===== src/rtl/shr_pkg.sv =====
package shr_pkg;
  localparam int unsigned DATA_W = 20;
  localparam int unsigned WORD_W = 16;
  localparam int unsigned CNT_W  = 2;
  localparam int unsigned SR_W   = 16;

  localparam int unsigned MAX_N  = 1 << CNT_W;

  localparam int unsigned SR_C_BIT = 0;
  localparam int unsigned SR_Z_BIT = 1;
  localparam int unsigned SR_N_BIT = 2;
  localparam int unsigned SR_V_BIT = 8;

  localparam logic [SR_W-1:0] SR_FLAG_MASK =
    (SR_W'(1) << SR_C_BIT) | (SR_W'(1) << SR_Z_BIT) |
    (SR_W'(1) << SR_N_BIT) | (SR_W'(1) << SR_V_BIT);

  typedef struct packed {
    logic [DATA_W-1:0] result;
    logic              carry;
  } shr_res_t;
endpackage


===== src/rtl/shr_core.sv =====
module shr_core
  import shr_pkg::*;
#(
  parameter int unsigned DW = DATA_W,
  parameter int unsigned WW = WORD_W,
  parameter int unsigned CW = CNT_W
) (
  input  logic [DW-1:0] operand_i,
  input  logic [CW-1:0] count_i,
  input  logic          word_mode_i,
  output logic [DW-1:0] result_o,
  output logic          carry_o
);
  localparam int unsigned NC = 1 << CW;

  logic [DW-1:0] src;
  logic [DW-1:0] cand_res [NC];
  logic          cand_c   [NC];

  // word mode: upper bits dropped before shifting so zeros fill from bit WW-1
  assign src = word_mode_i ? {{(DW-WW){1'b0}}, operand_i[WW-1:0]} : operand_i;

  for (genvar g = 0; g < NC; g++) begin : g_dist
    assign cand_res[g] = src >> (g + 1);
    assign cand_c[g]   = src[g];
  end

  assign result_o = cand_res[count_i];
  assign carry_o  = cand_c[count_i];
endmodule


===== src/rtl/shr_flags.sv =====
module shr_flags
  import shr_pkg::*;
#(
  parameter int unsigned DW = DATA_W,
  parameter int unsigned WW = WORD_W,
  parameter int unsigned SW = SR_W
) (
  input  logic [DW-1:0] result_i,
  input  logic          carry_i,
  input  logic          word_mode_i,
  input  logic [SW-1:0] sr_i,
  output logic [SW-1:0] sr_o
);
  logic neg;
  logic zero;

  assign neg  = word_mode_i ? result_i[WW-1] : result_i[DW-1];
  assign zero = (result_i == '0);

  always_comb begin
    sr_o           = sr_i;
    sr_o[SR_C_BIT] = carry_i;
    sr_o[SR_Z_BIT] = zero;
    sr_o[SR_N_BIT] = neg;
    sr_o[SR_V_BIT] = 1'b0;
  end
endmodule


===== src/rtl/shr_unsigned_top.sv =====
module shr_unsigned_top
  import shr_pkg::*;
(
  input  logic              clk_i,
  input  logic              rst_ni,
  input  logic              valid_i,
  input  logic [DATA_W-1:0] operand_i,
  input  logic [CNT_W-1:0]  count_i,
  input  logic              word_mode_i,
  input  logic [SR_W-1:0]   sr_i,
  output logic [DATA_W-1:0] result_o,
  output logic              valid_o,
  output logic [SR_W-1:0]   sr_o
);
  shr_res_t        res_d;
  logic [SR_W-1:0] sr_d;

  shr_core #(.DW(DATA_W), .WW(WORD_W), .CW(CNT_W)) i_core (
    .operand_i   (operand_i),
    .count_i     (count_i),
    .word_mode_i (word_mode_i),
    .result_o    (res_d.result),
    .carry_o     (res_d.carry)
  );

  shr_flags #(.DW(DATA_W), .WW(WORD_W), .SW(SR_W)) i_flags (
    .result_i    (res_d.result),
    .carry_i     (res_d.carry),
    .word_mode_i (word_mode_i),
    .sr_i        (sr_i),
    .sr_o        (sr_d)
  );

  always_ff @(posedge clk_i or negedge rst_ni) begin
    if (!rst_ni) begin
      result_o <= '0;
      sr_o     <= '0;
      valid_o  <= 1'b0;
    end else begin
      valid_o <= valid_i;
      if (valid_i) begin
        result_o <= res_d.result;
        sr_o     <= sr_d;
      end
    end
  end

  AST_VALID_PULSE: assert property (@(posedge clk_i) disable iff (!rst_ni)
    valid_i |=> valid_o);
  AST_HOLD_IDLE: assert property (@(posedge clk_i) disable iff (!rst_ni)
    !valid_i |=> (!valid_o && $stable(result_o) && $stable(sr_o)));
  AST_WORD_UPPER_ZERO: assert property (@(posedge clk_i) disable iff (!rst_ni)
    (valid_i && word_mode_i) |=> (result_o[DATA_W-1:WORD_W] == '0));
  AST_ZERO_FLAG: assert property (@(posedge clk_i) disable iff (!rst_ni)
    valid_o |-> (sr_o[SR_Z_BIT] == (result_o == '0)));
  AST_NEG_FLAG: assert property (@(posedge clk_i) disable iff (!rst_ni)
    valid_i |=> (sr_o[SR_N_BIT] ==
                 ($past(word_mode_i) ? result_o[WORD_W-1] : result_o[DATA_W-1])));
  AST_NO_OVERFLOW: assert property (@(posedge clk_i) disable iff (!rst_ni)
    valid_o |-> !sr_o[SR_V_BIT]);
  AST_SR_PASS: assert property (@(posedge clk_i) disable iff (!rst_ni)
    valid_i |=> ((sr_o & ~SR_FLAG_MASK) == ($past(sr_i) & ~SR_FLAG_MASK)));
endmodule


===== config.mk =====
export PLATFORM = sky130hd
export DESIGN_NAME = shr_unsigned_top
export DESIGN_NICKNAME = d
export VERILOG_FILES = /design/src/rtl/shr_pkg.sv /design/src/rtl/shr_core.sv /design/src/rtl/shr_flags.sv /design/src/rtl/shr_unsigned_top.sv
export SDC_FILE = /design/constraint.sdc
export NUM_CORES = 1
export LEC_CHECK = 0
export ABC_AREA = 1
export BUFFER_PORTS_ARGS = -buffer_cell sky130_fd_sc_hd__buf_2
export CORE_MARGIN = 4
export CORE_UTILIZATION = 50
export CTS_CLUSTER_DIAMETER = 80
export DETAILED_ROUTE_END_ITERATION = 8
export GPL_TIMING_DRIVEN = 1
export PLACE_DENSITY = 0.83
export SKIP_LAST_GASP = 1
export SYNTH_ARGS = -nofsm -noshare
export SYNTH_HDL_FRONTEND = slang
export SYNTH_HIERARCHICAL = 1
export SYNTH_SLANG_ARGS = --single-unit

===== constraint.sdc =====
create_clock -name clk_i -period 0.9 [get_ports clk_i]
set_clock_uncertainty 0.2 [all_clocks]
set_input_delay 0.09 -clock clk_i [delete_from_list [all_inputs] [get_ports clk_i]]
set_output_delay 0.09 -clock clk_i [all_outputs]
set_load 0.01 [all_outputs]

==> results.md <==
* Post-DP HPWL at 3.69 mm
* Pre-Repair DR Iteration Count at 4
* Maximum clock path buffer count at 2
* Worst Hold Class: input pin to flop
* Synth Net Count at 354
* Leak at 2.00 nW
* Worst-Skew Late Latency at 280 ps
* Die Area at 5480 um2
* ANT nets after route at 0
* Port bufs at 74
* Top Ports at 79
* Worst R2R End: sr_o[2]
* Vias in the first global route at 2216
* Post-synth top area share at 0.425
* Crit Path Class: input pin to flop
* Initial Util at 0.530
* Finished Layout Cells at 491
* Sequential area share after synthesis at 0.425
* Peak VDD IR at 0.000825 V
* Worst hold margin at 15.5 ps
* RSZ-0062 raised after global routing: yes
* DRC Markers at 0
* Final Max Slew Viols at 0
* FF-to-FF Start: sr_o[2]
* Syn avg cell area at 6.99 um2
* Failing checks: negative setup slack
* Worst setup EP type: flop
* CP startpoint: count_i[0]
* Register Area at 926 um2
* Power Density at 1290 nW/um2
* Seq cells post-synth at 37
* Core Box Area at 4120 um2
* Vias at 2441
* Area of the multi-input gates at 1200 um2
* Worst-path fanout max at 5
* Max-Cap Viols at 0
* CP startpoint kind: input pin
* Routability Congestion at 0.866
* FF-to-FF setup slack at -150 ps
* WP data arrival at 1250 ps
* Largest net degree at the start of global routing at 38
* Setup violations, final at 62
* Data required, critical path at 920 ps
* Setup WS post-layout at -330 ps
* Post-route clock period utilization at 1.37
* Yosys top cell by area: dfrtp_1
* Final min period at 1230 ps
* H-tree lvl count at 2
* Global Route Usage Sum at 0.216
* Pre-CTS WS at -562 ps
* GRT overflow at 0
* First-pass GRT wire length at 9.28 mm
* Final Net Count at 484
* Die W at 74.0 um
* Syn-to-layout area delta at 61.1%
* Initial drt markers at 110
* Synth area leaders: dfrtp_1 42%, nand2_1 33%, buf_4 7.6%, nand2_2 3.2%, buf_6 2.6%
* Via/cell ratio at 4.97
* Clk sinks at 37
* Fmax achieved at 813 MHz
* Outcome: complete, but fails checks
* Die height at 74.0 um
* # rows at 23
* Fillcell total at 244
* Routed WL at 6.85 mm
* CTS tree: built
* Yosys cell types at 20
* Layout cells sized above 1 at 0.508
* CTS root buffer: clkbuf_8
* Clock slew at reported path FFs at 70 ps
* R2R depth at 4
* DP Cell Count at 436
* Wire length per cell at 14.0 um
* Initial antenna violation count at 0
* Syn Inst Count at 312
* CTS Buf Count at 5
* Worst setup path endpoint: sr_o[1]
* Final Hold Vio Count at 0
* N_diodes at 0
* Syn. warnings at 6
* Syn Std Cell Area at 2180 um2
==> layout by cell type, fill, tap and decap left out, types with 6 or more instances in the layout <==
cell type	synthesis	final
nand2_2	11	46
dlygate4sd3_1	0	13
nor2_1	12	7
buf_6	5	20
nor2_2	1	6
nand2_4	0	12
buf_4	22	49
buf_2	2	65
dfrtp_1	37	37
nand2_1	194	147
==> worst min path at each step <==
| stage | cells after the start | from | slack [ps] | end |
|---|---|---|---|---|
| floorplan | 0 | rst_ni | -410 | result_o[0] |
| CTS | 2 | valid_i | 8 | valid_o |
| global placement | 2 | rst_ni | -130 | sr_o[13] |
| detailed placement | 2 | rst_ni | -130 | sr_o[14] |
| finish | 2 | valid_i | 20 | valid_o |
| global route | 2 | valid_i | 20 | valid_o |
==> metal layers <==
metal / GRT usage / vias up / part of all wire / routed length [um]
li1: - / 1180 / - / -
met5: 0 / - / 0 / 0
met1: 0.253 / 1156 / 0.40 / 2740
met3: 0.0459 / 8 / 0.069 / 472
met4: 0.0543 / 0 / 0.0074 / 51
met2: 0.398 / 97 / 0.52 / 3580
==> flip-flops by register name, indices dropped and copies added, names as in the netlist <==
| name | count |
|---|---|
| result_o | 20 |
| sr_o | 16 |
| valid_o | 1 |
==> report_power, final <==
part	total [mW]	internal, mW	switching [mW]
clock network	1.04	0.509	0.533
logic	1.58	0.803	0.780
registers	1.92	1.82	0.101
==> cells in the mapped netlist, drive strengths merged <==
cell,n
nand3,8
nor2,13
buf,31
o21ai,3
and2,1
inv,6
clkinv,1
nand2,205
dfrtp,37
o211ai,2
conb,2
a21oi,1
nand4,2
==> worst max-delay path, stage by stage <==
cell and delay, ps:
buf_12 130, buf_16 140, nand3_4 50, nand2_2 60
nand2_2 70, nand2_2 70, nor2_2 110, nand2_1 70
nor2_2 130, nand2_1 90, nor2_2 110, nand2_1 60
nand2_1 50
==> cell type report <==
| type | count | share of cell area |
|---|---|---|
| Tap cell | 50 | 0.0178 |
| Timing Repair Buffer | 153 | 0.337 |
| Inverter | 7 | 0.0160 |
| Clock buffer | 5 | 0.0196 |
| Multi-Input combinational cell | 237 | 0.343 |
| Timing Repair inverter | 1 | 0.00178 |
| Clock inverter | 1 | 0.00142 |
| Sequential cell | 37 | 0.264 |
==> cell families (layout without fill, tap and decap cells) <==
| family | Yosys count | after routing | synth area share |
|---|---|---|---|
| AO/OA/AOI/OAI | 6 | 6 | 0.0161 |
| buffers and inverters | 38 | 167 | 0.140 |
| flip-flops | 37 | 37 | 0.425 |
| other | 2 | 2 | 0.00344 |
| AND/OR/NAND/NOR | 229 | 229 | 0.416 |
==> metrics by stage <==
stage	utilization	TNS (ps)	area, um2	power, mW
floorplan	-	-1160	2200	2.54
global route	0.854	-10970	3510	4.76
detailed placement	0.638	-6840	2630	2.97
finish	0.854	-9180	3510	4.55
global placement	0.638	-6490	2630	2.94
CTS	0.770	-8160	3170	4.27
==> timing repair <==
item / 4_1_cts / 5_1_grt
gates resized for setup: 35 / 77
buffers inserted: 23 / 22
pin swaps: 29 / 41
hold endpoints to repair: 49 / 0
hold buffers: 13 / 0
setup endpoints to repair: 45 / 71
cloned: 2 / 1
Note: power is estimated with default switching activity, not from simulation.
